`config.mk`:
```
export PLATFORM = sky130hd
export DESIGN_NAME = addr_sec_router
export DESIGN_NICKNAME = d
export VERILOG_FILES = /design/src/rtl/asr_pkg.sv /design/src/rtl/asr_sec_resolve.sv /design/src/rtl/asr_region_match.sv /design/src/rtl/asr_rsp_map.sv /design/src/rtl/addr_sec_router.sv
export SDC_FILE = /design/constraint.sdc
export NUM_CORES = 1
export LEC_CHECK = 0
export ABC_AREA = 0
export CORE_MARGIN = 2
export CORE_UTILIZATION = 30
export CTS_BUF_LIST = sky130_fd_sc_hd__clkbuf_4
export CTS_CLUSTER_SIZE = 40
export DETAILED_ROUTE_END_ITERATION = 8
export PLACE_DENSITY = 0.81
export SYNTH_ARGS = -nofsm -noshare
export SYNTH_HDL_FRONTEND = slang
export SYNTH_SLANG_ARGS = --single-unit
```
`constraint.sdc`:
```
create_clock -name clk -period 1.8 [get_ports clk]
set_input_delay 0.27 -clock clk [delete_from_list [all_inputs] [get_ports clk]]
set_output_delay 0.27 -clock clk [all_outputs]
set_load 0.01 [all_outputs]
```
`src/rtl/asr_pkg.sv`:
```
package asr_pkg;

    typedef enum logic [1:0] {
        SM_SECURE = 2'b00,
        SM_NONSEC = 2'b01,
        SM_PERREQ = 2'b10,
        SM_RSVD   = 2'b11
    } sec_mode_e;

    typedef enum logic [1:0] {
        RSP_OKAY   = 2'b00,
        RSP_EXOKAY = 2'b01,
        RSP_SLVERR = 2'b10,
        RSP_DECERR = 2'b11
    } rsp_code_e;

    typedef enum logic [1:0] {
        ST_IDLE  = 2'b00,
        ST_ROUTE = 2'b01,
        ST_FAULT = 2'b10
    } rt_state_e;

endpackage

```
`src/rtl/asr_sec_resolve.sv`:
```
module asr_sec_resolve
    import asr_pkg::*;
(
    input  logic [1:0] mode,
    input  logic       prot_ns,
    output logic       nonsec
);

    always_comb begin
        unique case (sec_mode_e'(mode))
            SM_SECURE: nonsec = 1'b0;
            SM_NONSEC: nonsec = 1'b1;
            SM_PERREQ: nonsec = prot_ns;
            SM_RSVD:   nonsec = 1'b1;
            default:   nonsec = 1'b1;
        endcase
    end

endmodule

```
`src/rtl/asr_region_match.sv`:
```
module asr_region_match #(
    parameter int                          N_TGT    = 4,
    parameter int                          ADDR_W   = 32,
    parameter logic [N_TGT-1:0][ADDR_W-1:0] BASE    = '0,
    parameter logic [N_TGT-1:0][ADDR_W-1:0] MASK    = '0,
    parameter logic [N_TGT-1:0]            SEC_ONLY = '0,
    parameter logic [ADDR_W-1:0]           REG_BASE = '0,
    parameter logic [ADDR_W-1:0]           REG_MASK = '0
) (
    input  logic [ADDR_W-1:0] addr,
    output logic [N_TGT-1:0]  win_oh,
    output logic              any_hit,
    output logic              win_sec,
    output logic              reg_hit
);

    logic [N_TGT-1:0] raw_hit;

    for (genvar g = 0; g < N_TGT; g++) begin : g_cmp
        assign raw_hit[g] = ((addr & MASK[g]) == BASE[g]);
    end

    always_comb begin
        logic found;
        found  = 1'b0;
        win_oh = '0;
        for (int i = 0; i < N_TGT; i++) begin
            if (raw_hit[i] && !found) begin
                win_oh[i] = 1'b1;
                found     = 1'b1;
            end
        end
    end

    assign any_hit = |raw_hit;
    assign win_sec = |(win_oh & SEC_ONLY);
    assign reg_hit = ((addr & REG_MASK) == REG_BASE);

    always_comb begin
        if (any_hit) begin
            AST_WIN_ONEHOT: assert ($onehot(win_oh));
        end
    end

endmodule

```
`src/rtl/asr_rsp_map.sv`:
```
module asr_rsp_map
    import asr_pkg::*;
(
    input  logic       active,
    input  logic       fault,
    output logic [1:0] rsp_code,
    output logic       ahb_err
);

    always_comb begin
        rsp_code = RSP_OKAY;
        if (active && fault) rsp_code = RSP_DECERR;
    end

    assign ahb_err = rsp_code[1];

endmodule

```
`src/rtl/addr_sec_router.sv`:
```
module addr_sec_router
    import asr_pkg::*;
#(
    parameter int                           N_TGT    = 4,
    parameter int                           ADDR_W   = 32,
    parameter logic [N_TGT-1:0][ADDR_W-1:0] TGT_BASE = {32'h3000_0000, 32'h3000_0000,
                                                        32'h1000_0000, 32'h0000_0000},
    parameter logic [N_TGT-1:0][ADDR_W-1:0] TGT_MASK = {32'hF000_0000, 32'hFFF0_0000,
                                                        32'hF000_0000, 32'hF000_0000},
    parameter logic [N_TGT-1:0]             TGT_SEC  = 4'b0110,
    parameter logic [ADDR_W-1:0]            REG_BASE = 32'hF000_0000,
    parameter logic [ADDR_W-1:0]            REG_MASK = 32'hFFFF_F000
) (
    input  logic              clk,
    input  logic              rst_n,
    input  logic              req_valid,
    input  logic [ADDR_W-1:0] req_addr,
    input  logic              req_prot_ns,
    input  logic [1:0]        sec_mode,
    output logic              rsp_valid,
    output logic [N_TGT-1:0]  tgt_sel,
    output logic              reg_sel,
    output logic              req_nonsec,
    output logic              dec_err,
    output logic [1:0]        rsp_code,
    output logic              ahb_err
);

    localparam logic [N_TGT-1:0] NO_SEL = '0;

    rt_state_e        state_q, state_d;
    logic [N_TGT-1:0] win_oh, sel_q;
    logic             any_hit, win_sec, reg_hit, nonsec;
    logic             reg_q, ns_q, legal, fault;

    asr_sec_resolve u_sec (
        .mode    (sec_mode),
        .prot_ns (req_prot_ns),
        .nonsec  (nonsec)
    );

    asr_region_match #(
        .N_TGT    (N_TGT),
        .ADDR_W   (ADDR_W),
        .BASE     (TGT_BASE),
        .MASK     (TGT_MASK),
        .SEC_ONLY (TGT_SEC),
        .REG_BASE (REG_BASE),
        .REG_MASK (REG_MASK)
    ) u_match (
        .addr    (req_addr),
        .win_oh  (win_oh),
        .any_hit (any_hit),
        .win_sec (win_sec),
        .reg_hit (reg_hit)
    );

    // a window hit decides first; security then filters the winner only
    assign legal = any_hit ? !(nonsec && win_sec) : reg_hit;

    always_comb begin
        state_d = ST_IDLE;
        unique case (state_q)
            ST_IDLE, ST_ROUTE, ST_FAULT: begin
                if (!req_valid)  state_d = ST_IDLE;   // quiet
                else if (legal)  state_d = ST_ROUTE;  // grant
                else             state_d = ST_FAULT;  // reject
            end
            default: state_d = ST_IDLE;
        endcase
    end

    always_ff @(posedge clk) begin
        if (!rst_n) begin
            state_q <= ST_IDLE;
            sel_q   <= NO_SEL;
            reg_q   <= 1'b0;
            ns_q    <= 1'b0;
        end else begin
            state_q <= state_d;
            if (req_valid) begin
                sel_q <= (legal && any_hit) ? win_oh : NO_SEL;
                reg_q <= legal && !any_hit;
                ns_q  <= nonsec;
            end
        end
    end

    always_comb begin
        rsp_valid  = 1'b0;
        tgt_sel    = NO_SEL;
        reg_sel    = 1'b0;
        req_nonsec = 1'b0;
        fault      = 1'b0;
        unique case (state_q)
            ST_IDLE: ;
            ST_ROUTE: begin
                rsp_valid  = 1'b1;
                tgt_sel    = sel_q;
                reg_sel    = reg_q;
                req_nonsec = ns_q;
            end
            ST_FAULT: begin
                rsp_valid  = 1'b1;
                req_nonsec = ns_q;
                fault      = 1'b1;
            end
            default: ;
        endcase
    end

    assign dec_err = fault;

    asr_rsp_map u_rsp (
        .active   (rsp_valid),
        .fault    (fault),
        .rsp_code (rsp_code),
        .ahb_err  (ahb_err)
    );

    AST_RSP_FOLLOWS: assert property (@(posedge clk) disable iff (!rst_n)
        req_valid |=> rsp_valid);
    AST_RSP_QUIET: assert property (@(posedge clk) disable iff (!rst_n)
        !req_valid |=> (!rsp_valid && tgt_sel == NO_SEL && !dec_err));
    AST_SEL_EXCL: assert property (@(posedge clk) disable iff (!rst_n)
        $onehot0({tgt_sel, reg_sel}));
    AST_ERR_NOSEL: assert property (@(posedge clk) disable iff (!rst_n)
        dec_err |-> (tgt_sel == NO_SEL && !reg_sel));
    AST_NS_BLOCK: assert property (@(posedge clk) disable iff (!rst_n)
        req_nonsec |-> ((tgt_sel & TGT_SEC) == NO_SEL));
    AST_ERR_CODE: assert property (@(posedge clk) disable iff (!rst_n)
        dec_err |-> (rsp_code == RSP_DECERR && ahb_err));
    AST_OK_CODE: assert property (@(posedge clk) disable iff (!rst_n)
        !dec_err |-> (rsp_code == RSP_OKAY && !ahb_err));
    AST_FORCE_SEC: assert property (@(posedge clk) disable iff (!rst_n)
        (req_valid && sec_mode == 2'b00) |=> !req_nonsec);
    AST_FORCE_NS: assert property (@(posedge clk) disable iff (!rst_n)
        (req_valid && sec_mode[0]) |=> req_nonsec);
    AST_PER_REQ: assert property (@(posedge clk) disable iff (!rst_n)
        (req_valid && sec_mode == 2'b10) |=> (req_nonsec == $past(req_prot_ns)));

endmodule

```
Word-level counts from Yosys, hierarchy flattened

Cells that the tools add are included.

Register bits after elaboration: 8
Bits of input ports: 38
Word-level logic and storage cells: 50

Equality and inequality tests: 9
Muxes and demuxes: 16
Reductions and logical operators: 21

Operator list:

| operator                                              | count |
|---|---|
| logical NOT 32 bit                                    | 1 |
| equality test 20 bit, second input constant           | 1 |
| equality test 12 x 10 -> 1 bit, second input constant | 1 |
| 2-to-1 mux 1 bit                                      | 11 |
| 2-to-1 mux 4 bit                                      | 2 |
| logical AND 1 bit                                     | 7 |
| equality test 2 bit, second input constant            | 3 |
| OR reduction 2 bit                                    | 3 |
| logical NOT 1 bit                                     | 5 |
| equality test 2 x 1 -> 1 bit, second input constant   | 2 |
| equality test 4 x 1 -> 1 bit, second input constant   | 1 |
| equality test 4 x 2 -> 1 bit, second input constant   | 1 |
| logical NOT 2 bit                                     | 2 |
| 2-to-1 mux 2 bit                                      | 2 |
| OR reduction 4 bit                                    | 1 |
| case mux 1 bit (3 select lines)                       | 1 |
| AND reduction 3 bit                                   | 1 |
| OR reduction 3 bit                                    | 1 |

Longest topological paths before layout

Word-level depth: 14
Depth in mapped cells: 4
Depth with buffers taken out: 4

Modules after synthesis

A second synthesis with hierarchy kept.

Cell total of the unflattened synthesis: 59
Area total of the unflattened synthesis: 529.3 um^2

Modules (own cells, without submodules):

| module           | instances | cells each | area an instance (um^2) | sequential area each (um^2) |
|---|---|---|---|---|
| addr_sec_router  | 1         | 38         | 385.4                   | 160.2 |
| asr_region_match | 1         | 17         | 115.1                   | 0.0 |
| asr_rsp_map      | 1         | 3          | 21.3                    | 0.0 |
| asr_sec_resolve  | 1         | 1          | 7.5                     | 0.0 |

Worst setup path before layout

Ideal clock, no wire load.

Path type: in2reg
Start point: input port req_addr[13]
End point: register state_q[1]
Setup time: 116 ps
Arrival time: 1313 ps
Required time: 1684 ps
Path slack: 371 ps
Stages: 4
Path through: or4_4 > nor4_4 > nand2_1 > and3b_1

Cells in the longest elaborated chain, start to end: 3

Ends and longest elaborated chain:

| what                   | RTL line               | text |
|---|---|---|
| start: declaration     | addr_sec_router.sv:17  | `input logic [ADDR_W-1:0] req_addr,` |
| equality test 20 bit   | asr_region_match.sv:37 | `assign reg_hit = ((addr & REG_MASK) == REG_BASE);` |
| 2-to-1 mux 1 bit       | addr_sec_router.sv:59  | `assign legal = any_hit ? !(nonsec && win_sec) : reg_hit;` |
| 2-to-1 mux 2 bit       | addr_sec_router.sv:66  | `else if (legal) state_d = ST_ROUTE;` |
| end signal: assignment | addr_sec_router.sv:80  | `state_q <= state_d;` |
| end: declaration       | addr_sec_router.sv:31  | `rt_state_e state_q, state_d;` |

No other way between the ends.
A chain may end at the register's enable or synchronous reset.

Final worst setup path

Ends and elaborated chain as after synthesis.

==> results.md <==
- Status: complete, no violations
- I/O pin count: between 40 and 50
- Maximum root-to-sink buffer count: 2
- Buffers on Ports: 36
- Count leader, synth: dfxtp_1
- CP Capture Type: flip-flop
- FF-to-FF setup slack: 820 ps
- Worst slew pin tran: 418 ps
- Ys Warns: 0
- CP max stage delay: 540 ps
- Post-DRT Antenna Nets: 0
- Vias: around 550
- Post-CTS Setup Bufs: 0
- Tot Pwr: 430 uW
- CP cell instances: clkdlybuf4s50_1 > or4_4 > nor4_4 > nand2_1 > and3b_1
- Area leader, netlist: dfxtp_1
- Count of different cell masters after synthesis: 26
- Final Hold Fails: 0
- Placer Congestion: approximately 0.71
- Clock power share: 0.316
- Avg Vias per Cell: 5.01
- Post-synthesis sequential area ratio: 0.315
- Final Core Density: 0.583
- WL per Instance: 11.9 um
- Overflow after GRT: 0
- Top-area cell type share of the netlist area: 0.315
- Pre-CTS setup slack: -131 ps
- FILL cells: 148
- Hold/Removal Path Class: flip-flop to flip-flop
- Layout Nets: 136
- Routed Wire Length: 1300 um
- Worst Path Required: 1940 ps
- Worst Setup Slack, final: 134 ps
- Largest cells by area after synthesis: dfxtp_1 (32%), and2_1 (7.4%), ha_1 (7.4%), nor2b_1 (4.9%), buf_4 (4.4%)
- Max Cap Violations: 0
- Peak VDD IR: 0.000244 V
- Commonest cells post-synth: dfxtp_1 (8), and2_1 (6), nand2_1 (4), nor2b_1 (4)
- DRC: 0
- Ant. Diodes: 0
- Max-slew headroom: 0.721
- Slowest-stage cell, CP: or4_4
- Area grow syn2layout: 76.8%
- Die X: 45.2 um
- Storage cell area: 161 um2
- Initial antenna violation count: 0
- Syn Nets: roughly 100
- Sw power: around 98 uW
- Leak: 0.000457 uW
- Yosys reg bits: 8
- Iter 0 DRT Violations: 14
- Pwr per Cell Area: 479 nW/um2
- FP Rows: 14
- Vias in the first global route: 507
- TNS Setup: 0 ps
- Combinational share of power: 0.255
- Fraction of registers with async set/reset: 0
- Clk_skew: about 0.083 ps
- Net Sw Frac: 0.228
- Clock Tree Root: clkbuf_4
- Setup-failing EPs final: 0
- Tmin final: ~1700 ps
- Die Area: approximately 2000 um2
- TritonCTS buffer count: 3
- Initial core utilization: 0.330
- Internal power: 332 uW
- Setup crit start kind: input pin
- Hpwl dp: 1070 um
- Maximum clock frequency: 600 MHz
- Multi-input gate area: slightly above 300 um2
- WP data arrival: 1810 ps
- CTS H-tree lvls: 1
- All-layer global routing usage: 0.140
- Share of cells above drive strength 1: 0.0645
- First-pass GRT wire length: 2000 um
- CTS tree: yes
- Commonest register cell after synthesis: dfxtp_1
- Core outline area: 1540 um2
- Synth Instances: just under 60
- Post-Syn Area: 508 um2
- Clock transition at the registers of the reported paths: approximately 50 ps
- CP delay by family, top: simple AND/OR/NAND/NOR gates
- WS Path Type: input pin to flip-flop
- TritonCTS Sinks: 8
- WP buf/inv: 1
- Largest fanout on the critical path: 2
- EDFF count, synth: 0
- Final period utilization: 0.925
- Sequential Power Share: 0.429
- Slew Viols, Final: 0
- Die height: between 40 and 50 um
- TritonRoute pass-1 iters: 4
- Worst skew pair latency: 250 ps
- RSZ-0062 raised after global routing: no
- Syn Area/Cell: 8.76 um2
- Largest net degree at the start of global routing: 13
==> per-layer routing <==
metal  global-route usage  wire length [um]
met5                    0                 0
met3               0.0240               138
met4                0.106                12
met1                0.153               524
met2                0.237               623
==> per-stage QoR <==
| step | instance area (um2) | instances | hold slack (ps) |
|---|---|---|---|
| after floorplan | 508 | 58 | 398 |
| final | 898 | 109 | 461 |
| after global routing | 898 | 109 | 494 |
| after global placement | 861 | 106 | 450 |
| after CTS | 883 | 109 | 464 |
| after detailed placement | 861 | 106 | 457 |
==> flip-flops by register name, indices dropped and copies added (netlist names) <==
register	flops
ns_q	1
reg_q	1
sel_q	4
state_q	2
==> kinds of logic (layout without fill, tap and decap cells) <==
family,after synthesis,in the layout,share of synthesized area
adders and majority gates,3,3,0.0739
DFF,8,8,0.315
and+or+nand+nor,30,30,0.394
muxes,1,1,0.0197
buffers and inverters,7,42,0.0763
AOI/OAI and AO/OA,9,9,0.121
==> worst min-delay path, delay by kind of cell (launching register included) <==
family / cells / cell delay (ps)
DFF: 1 / 300
AOI/OAI and AO/OA: 1 / 50
and+or+nand+nor: 1 / 60
==> final timing paths <==
check,startpoint,endpoint,cells after the start
worst max-delay path,req_addr[13],state_q[1],5
worst min-delay path,sel_q[2],sel_q[2],2
worst max register to register,state_q[0],state_q[1],3
worst min register to register,sel_q[2],sel_q[2],2
==> cells in the final DEF (no fill, tap or decap) <==
cell	count
clkdlybuf4s50_1	29
dfxtp_1	7
and2_1	6
dlymetal6s2s_1	6
nor2b_1	4
nand2_1	4
inv_1	3
nor4_1	3
a21oi_1	3
nand2b_1	3
ha_1	3
clkbuf_4	3
nand3b_1	2
a21boi_1	2
nor2_1	1
and3_1	1
a211oi_1	1
or4_4	1
or4_1	1
nor4_4	1
and3b_1	1
a21boi_0	1
mux2i_1	1
a31oi_1	1
nand3_1	1
o211a_1	1
nand4_1	1
dlygate4sd2_1	1
dfxtp_2	1
==> cell type report <==
type | instances | area share
multi-input cells | 43 | 0.344
flip-flops and latches | 8 | 0.180
repair buffers | 36 | 0.416
well taps | 16 | 0.0223
clock buffers | 3 | 0.0251
inverters | 3 | 0.0125
==> power groups by stage <==
stage          registers, uW  clock network, uW  logic (uW)
2_1_floorplan            187                  0        38.1
3_3_place_gp             188                  0         109
3_5_place_dp             188                  0         111
4_1_cts                  185                139         111
5_1_grt                  185                144         118
6_report                 185                136         110
==> timing repair <==
action                                  4_1_cts  5_1_grt
hold buffers                                  0        0
resized for setup                             2        6
endpoints found under the setup margin        2        6
Power figures use the tool's default switching activity.
